[config.mk]
export PLATFORM = sky130hd
export DESIGN_NAME = serial_rom_slave
export DESIGN_NICKNAME = d
export VERILOG_FILES = /design/src/rtl/serial_rom_slave.sv
export SDC_FILE = /design/constraint.sdc
export NUM_CORES = 1
export LEC_CHECK = 0
export BUFFER_PORTS_ARGS = -buffer_cell sky130_fd_sc_hd__buf_2
export CORE_UTILIZATION = 40
export CTS_CLUSTER_DIAMETER = 120
export DETAILED_ROUTE_END_ITERATION = 10
export GPL_ROUTABILITY_DRIVEN = 0
export MAX_ROUTING_LAYER = met4
export PLACE_DENSITY = 0.59
export SLEW_MARGIN = 40
export SYNTH_ARGS = -nofsm -noshare
export SYNTH_HDL_FRONTEND = slang
export SYNTH_SLANG_ARGS = --single-unit
[constraint.sdc]
create_clock -name clk -period 6.65 [get_ports clk]
set_input_delay 1.6625 -clock clk [delete_from_list [all_inputs] [get_ports clk]]
set_output_delay 1.6625 -clock clk [all_outputs]
set_load 0.03 [all_outputs]
[src/rtl/serial_rom_slave.sv]
module serial_rom_slave #(
  parameter int DEPTH   = 256,
  parameter int IMG_MUL = 29,
  parameter int IMG_ADD = 90
) (
  input  logic clk,
  input  logic rst_n,
  input  logic scl_in,
  input  logic sda_in,
  output logic sda_low
);
  localparam int AW = $clog2(DEPTH);
  localparam logic [4:0] T_CTRL_LAST = 5'd8;
  localparam logic [4:0] T_ADDR_LAST = 5'd16;

  logic scl_q, sda_q, scl_p, sda_p;
  logic [4:0] tick;
  logic       ack_pend;
  logic [7:0] cmd, addr, data;

  always_ff @(posedge clk) begin
    if (!rst_n) begin
      scl_q <= 1'b1; sda_q <= 1'b1; scl_p <= 1'b1; sda_p <= 1'b1;
    end else begin
      scl_q <= scl_in; sda_q <= sda_in;
      scl_p <= scl_q;  sda_p <= sda_q;
    end
  end

  function automatic logic [7:0] img_byte(input logic [AW-1:0] a);
    logic [31:0] t;
    t = 32'(a) * 32'(IMG_MUL) + 32'(IMG_ADD);
    return t[7:0];
  endfunction

  wire sda_chg = sda_q ^ sda_p;
  wire hi_hold = scl_q & scl_p;
  wire start_c = hi_hold & sda_chg & ~sda_q;
  wire stop_c  = hi_hold & sda_chg & sda_q;
  wire rise    = scl_q & ~scl_p;
  wire idle    = (tick == 5'd0) & ~ack_pend;
  wire [7:0] addr_nx = {addr[6:0], sda_q};

  always_ff @(posedge clk) begin
    if (!rst_n) begin
      tick <= '0; ack_pend <= 1'b0; sda_low <= 1'b0;
      cmd <= '0; addr <= '0; data <= '0;
    end else if (start_c) begin
      tick <= 5'd1; cmd <= '0; ack_pend <= 1'b0; sda_low <= 1'b0;
    end else if (stop_c) begin
      tick <= '0; ack_pend <= 1'b0; sda_low <= 1'b0;
    end else if (!idle && rise) begin
      if (ack_pend) begin
        sda_low  <= 1'b1;
        ack_pend <= 1'b0;
      end else if (!sda_chg) begin
        if (tick <= T_CTRL_LAST) begin
          cmd     <= {cmd[6:0], sda_q};
          tick    <= tick + 5'd1;
          sda_low <= 1'b0;
          if (tick == T_CTRL_LAST) ack_pend <= 1'b1;
        end else begin
          addr    <= addr_nx;
          sda_low <= cmd[0] & ~data[7];
          if (tick == T_ADDR_LAST) begin
            data     <= img_byte(addr_nx[AW-1:0]);
            ack_pend <= 1'b1;
            tick     <= '0;
          end else begin
            data <= {data[6:0], 1'b0};
            tick <= tick + 5'd1;
          end
        end
      end
    end
  end
endmodule


Word-level counts from Yosys, hierarchy flattened. Index checks and enable logic that the tools add are counted.

Multiplexer cells: 16. Multipliers: 1. Reductions and logical operators: 11. Bitwise gates (word level): 17. Order comparisons: 1. Eq/ne operators: 5. Shifts and indexed selects: 0. Add/subtract/negate cells: 2. Divide/modulo/power cells: 0.

Operator list (number): $mux 1 (13); $mux 5 (2); $not 1->1 (9); $add 8x7->8 const B (1); $mul 8x5->8 const B (1); $mux 8 (1); $and 1x1->1 (7); $ne 3x1->1 const B (2); $reduce_and 3->1 (2); $reduce_and 6->1 (1); $add 5x1->5 const B (1); $eq 5x4->1 const B (1); $eq 5x5->1 const B (1); $le 5x4->1 const B (1); $logic_not 5->1 (1); $reduce_and 5->1 (1); $reduce_bool 3->1 (1); $reduce_or 3->1 (1); $ne 2x2->1 const B (1); $reduce_and 2->1 (1); $reduce_or 2->1 (1); $logic_and 1x1->1 (1); $logic_not 1->1 (1); $xor 1x1->1 (1).

Latch bits: 0. Output and inout bits: 1. Input bits: 4. Logic and storage cells: 64. Memories: 0. RAM bits: 0. Bits in registers: 27. Memory bits (read-only): 0.

Logic depth before layout (Yosys ltp).
Depth after elaboration: 8. Gate-level depth with buffers: 12. Depth with buffers taken out: 12.

Least setup slack after synthesis. OpenSTA, ideal clock, no wires.

Path type: reg-to-reg. From: reg addr[0]. To: reg data[7]. Setup slack: 3399 ps. Setup time: 126 ps. Buffers on the path: 0. Data arrival time: 3124 ps. Required time: 6524 ps. Period minus slack after synthesis: 3251 ps. Stages on the path, launching flop included: 13. Cell sequence: dfxtp_1 -> inv_1 -> fa_1 -> inv_1 -> fa_1 -> inv_1 -> fa_1 -> inv_1 -> ha_1 -> a21o_1 -> a21oi_1 -> xnor2_1 -> o211ai_1.

Cells in the longest elaborated chain, start to end: 3.

RTL lines: start: declaration (line 19) `logic [7:0] cmd, addr, data;`; start signal: assignment (line 63) `addr <= addr_nx;`; $mul 8x5->8 (line 32) `t = 32'(a) * 32'(IMG_MUL) + 32'(IMG_ADD);`; $add 8x7->8 (line 32); $mux 8 (line 65) `if (tick == T_ADDR_LAST) begin`; end signal: assignment (line 66) `data <= img_byte(addr_nx[AW-1:0]);`; end signal: assignment (line 70) `data <= {data[6:0], 1'b0};`; end: declaration (line 19).

Every way passes these cells. A chain may end at the register's enable or synchronous reset.

Final worst setup path. Same ends and word-level chain as after synthesis.

==> reports/results.tsv <==
stage	metric	value	unit
outcome	status	finished clean	
floorplan	start_util	42.5	%
floorplan	core-area	4090	um2
run	cap_viol_max_count	0	
routing	firstDrtPassIters	4	
clock_network	path_clk_slew	0.10	ns
cells_and_area	n_antenna_cell	0	
worst_setup_path	critPathRequiredTime	6.82	ns
clock_network	clk_path_buf_depth	2	
routing	maxUsedRoutingLayer	met4	
sta	period_share	51.3	%
worst_setup_path	cp_data_arrival_time	3.58	ns
place	numPortBuffers	4	
routing	postRouteAntennaNets	0	
global_routing	grt_usage	15.1	%
sta	setup_tns	0	ns
sta	maxSlewHeadroom	60.5	%
global_routing	grt-ovfl-total	0	
global_routing	grt_pass1_vias	1076	
worst_setup_path	cpPeakStageDelay	0.54	ns
clock_network	root_buffer	clkbuf_8	
synth	ys_ff_latch	27	
worst_setup_path	path_class	flop to flop	
routing	drtIter0Drc	62	
clock_network	cts_tree	done	
synth	synthCells	189	
clock_network	cts_resized	0	
sta	rsz0062_at_grt	no	
hold_path	worstHoldPathType	flop to flop	
pwr	powerDensity	153	nW/um2
routing	vias	1198	
routing	routed-wl-met2	1230	um
clock_network	clock_sinks	27	
clock_network	post_cts_buffers	0	
sta	min_period	3.41	ns
routing	wl_met3	59	um
clock_network	numCtsBuffers	3	
cells_and_area	nFillCells	384	
pwr	ir_worst_vdd	0.0786	mV
synth	ys_types	37	
sta	max_freq	293	MHz
cells_and_area	drive_above_1_share	7.33	%
cells_and_area	instances_no_fill	241	
routing	routedWlPerCell	12.3	um
synth	synth-seq-area-share	31.1	%
synth	netlist_area	1740	um2
floorplan	io_pins	5	
clock_network	ctsHoldBuffers	0	
synth	synth_nets	217	
synth	synth_warnings	0	
place	placed_cells	237	
global_routing	antenna_found_initial	0	
worst_setup_path	endpoint_kind	flop	
clock_network	insertion_delay	0.28	ns
worst_setup_path	crit_path_frequent_cell	inv_1	
place	dp_hpwl	2200	um
floorplan	fp-row-count	23	
pwr	total_leakage_power	0.762	nW
floorplan	chipHeight	67.9	um
cells_and_area	nets	220	
synth	postSynthAreaPerCell	9.20	um2
routing	avgViaCountPerCell	4.97	
worst_setup_path	cp_cell_sequence	inv_1 -> fa_1 -> inv_1 -> fa_1 -> inv_1 -> fa_1 -> inv_1 -> ha_1 -> a21o_1 -> a21oi_1 -> xnor2_1 -> o211ai_1	
worst_setup_path	worst_path_max_delay_cell	fa_1	
worst_setup_path	start_kind	flop	
clock_network	cts_max_level	1	
routing	m1WireLength	1650	um
sta	final_hold_viol_count	0	
floorplan	die-area	4610	um2
cells_and_area	areaGrowthSynthToFinish	6.19	%
sta	setup_viol	0	
floorplan	fp.dieW	67.9	um
worst_setup_path	path_max_fanout	8	
sta	skew	0.00737	ns
sta	worst_pin_slew	0.593	ns
global_routing	grt_max_degree	25	
routing	drt_wl_total	2970	um
routing	drc	0	
sta	slew_violations	0	
global_routing	grt_pass1_wl	4980	um
-- state kept, by name, summed over array words and instances (netlist names) --
register,flops
data,8
addr,7
tick,5
ack_pend,1
cmd,1
scl_p,1
scl_q,1
sda_low,1
sda_p,1
sda_q,1
-- path summary, 6_finish.rpt --
check | startpoint | endpoint | slack [ns] | cells past startpoint
setup reg to reg | addr[0] | data[7] | 3.24 | 12
hold / removal | data[0] | data[0] | 0.47 | 2
setup / recovery | addr[0] | data[7] | 3.24 | 12
hold reg to reg | data[0] | data[0] | 0.47 | 2
-- critical path: cells and delay by family (launching register included) --
| family | cells | cell delay (ns) |
|---|---|---|
| AOI/OAI and AO/OA | 3 | 0.47 |
| xor gates and xnor gates | 1 | 0.14 |
| adders and majority gates | 4 | 1.89 |
| buffers and inverters | 4 | 0.29 |
| DFF | 1 | 0.52 |
-- kinds of logic (layout without fill, tap and decap cells) --
kind of cell               count (synthesis)  count (layout)  synth area share, %
adders and majority gates                 24              24                 19.9
xor gates and xnor gates                  14              14                 7.85
buffers and inverters                     25              27                 5.69
DFF                                       27              27                 31.1
muxes                                      6               6                 3.46
AOI/OAI and AO/OA                         37              37                 16.6
and+or+nand+nor                           56              56                 15.4
-- cells in the final DEF (no fill, tap or decap), drive strengths merged, types with 3 or more instances in the layout --
cell    instances
a21boi         10
a21oi           8
buf             5
clkbuf          3
dfxtp          27
fa              6
ha             18
inv            18
mux2i           6
nand2          28
nand2b          7
nand3           4
nor2            8
o211a           4
o211ai          4
xnor2          10
xor2            3
-- Yosys cell counts --
| library cell | number | share of area [%] |
|---|---|---|
| buf_1 | 1 | 0.22 |
| clkbuf_1 | 2 | 0.43 |
| nor3_1 | 1 | 0.29 |
| a2111oi_4 | 1 | 1.6 |
| nand2_1 | 27 | 5.8 |
| buf_2 | 4 | 1.2 |
| a22oi_1 | 1 | 0.43 |
| a21boi_0 | 10 | 4.3 |
| o211a_1 | 4 | 2.3 |
| a21oi_1 | 7 | 2.0 |
| xnor3_1 | 1 | 1.3 |
| inv_1 | 18 | 3.9 |
| a31o_2 | 1 | 0.50 |
| a31oi_1 | 1 | 0.36 |
| and4bb_2 | 1 | 0.72 |
| a311oi_1 | 1 | 0.50 |
| nand2_2 | 1 | 0.36 |
| nor3b_1 | 2 | 0.86 |
| nand4_1 | 1 | 0.36 |
| a21oi_2 | 1 | 0.50 |
| a211oi_1 | 1 | 0.43 |
| nand3_1 | 4 | 1.2 |
| nor2b_1 | 2 | 0.72 |
| nand4b_1 | 1 | 0.50 |
| xnor2_1 | 10 | 5.0 |
| o211ai_1 | 4 | 1.7 |
| fa_1 | 6 | 6.9 |
| xor2_1 | 3 | 1.5 |
| or3_1 | 1 | 0.36 |
| a41oi_1 | 1 | 0.50 |
| nand2b_1 | 7 | 2.5 |
| mux2i_1 | 6 | 3.5 |
| ha_1 | 18 | 13 |
| nor2_1 | 8 | 1.7 |
| dfxtp_1 | 27 | 31 |
| a21o_1 | 2 | 0.86 |
| o21ai_0 | 2 | 0.58 |
-- report_power, final --
part | leakage [nW] | internal (W) | total (W) | switching, W
Clock | 0.0217 | 0.0000426 | 0.0000959 | 0.0000534
Combinational | 0.522 | 0.00000879 | 0.0000214 | 0.0000126
Sequential | 0.219 | 0.000163 | 0.000165 | 0.00000197
-- layout make-up --
class | count | area [um2] | area share, %
clock buffer | 3 | 41.3 | 2.24
clock inverter | 1 | 7.51 | 0.407
inverter | 18 | 67.6 | 3.66
multi-input combinational | 137 | 1100 | 59.5
sequential | 27 | 541 | 29.3
tap | 50 | 62.6 | 3.39
timing repair buffer | 5 | 27.5 | 1.49
-- per-layer routing --
metal  up-vias  track usage (%)
li1        636                -
met1       550             21.4
met2         8             20.8
met3         4             3.17
met4         0             5.73
met5         -                -
-- through the flow --
stage / total power, W / instance area, um2 / util (%) / setup slack (ns) / hold slack [ns]
floorplan: 0.000185 / 1740 / - / 3.40 / 0.440
global placement: 0.000190 / 1800 / 44.0 / 3.31 / 0.449
detailed placement: 0.000191 / 1800 / 44.0 / 3.20 / 0.455
CTS: 0.000287 / 1850 / 45.2 / 3.20 / 0.469
global route: 0.000298 / 1850 / 45.2 / 2.99 / 0.499
finish: 0.000283 / 1850 / 45.2 / 3.24 / 0.466
(Power assumes the default switching activity.)
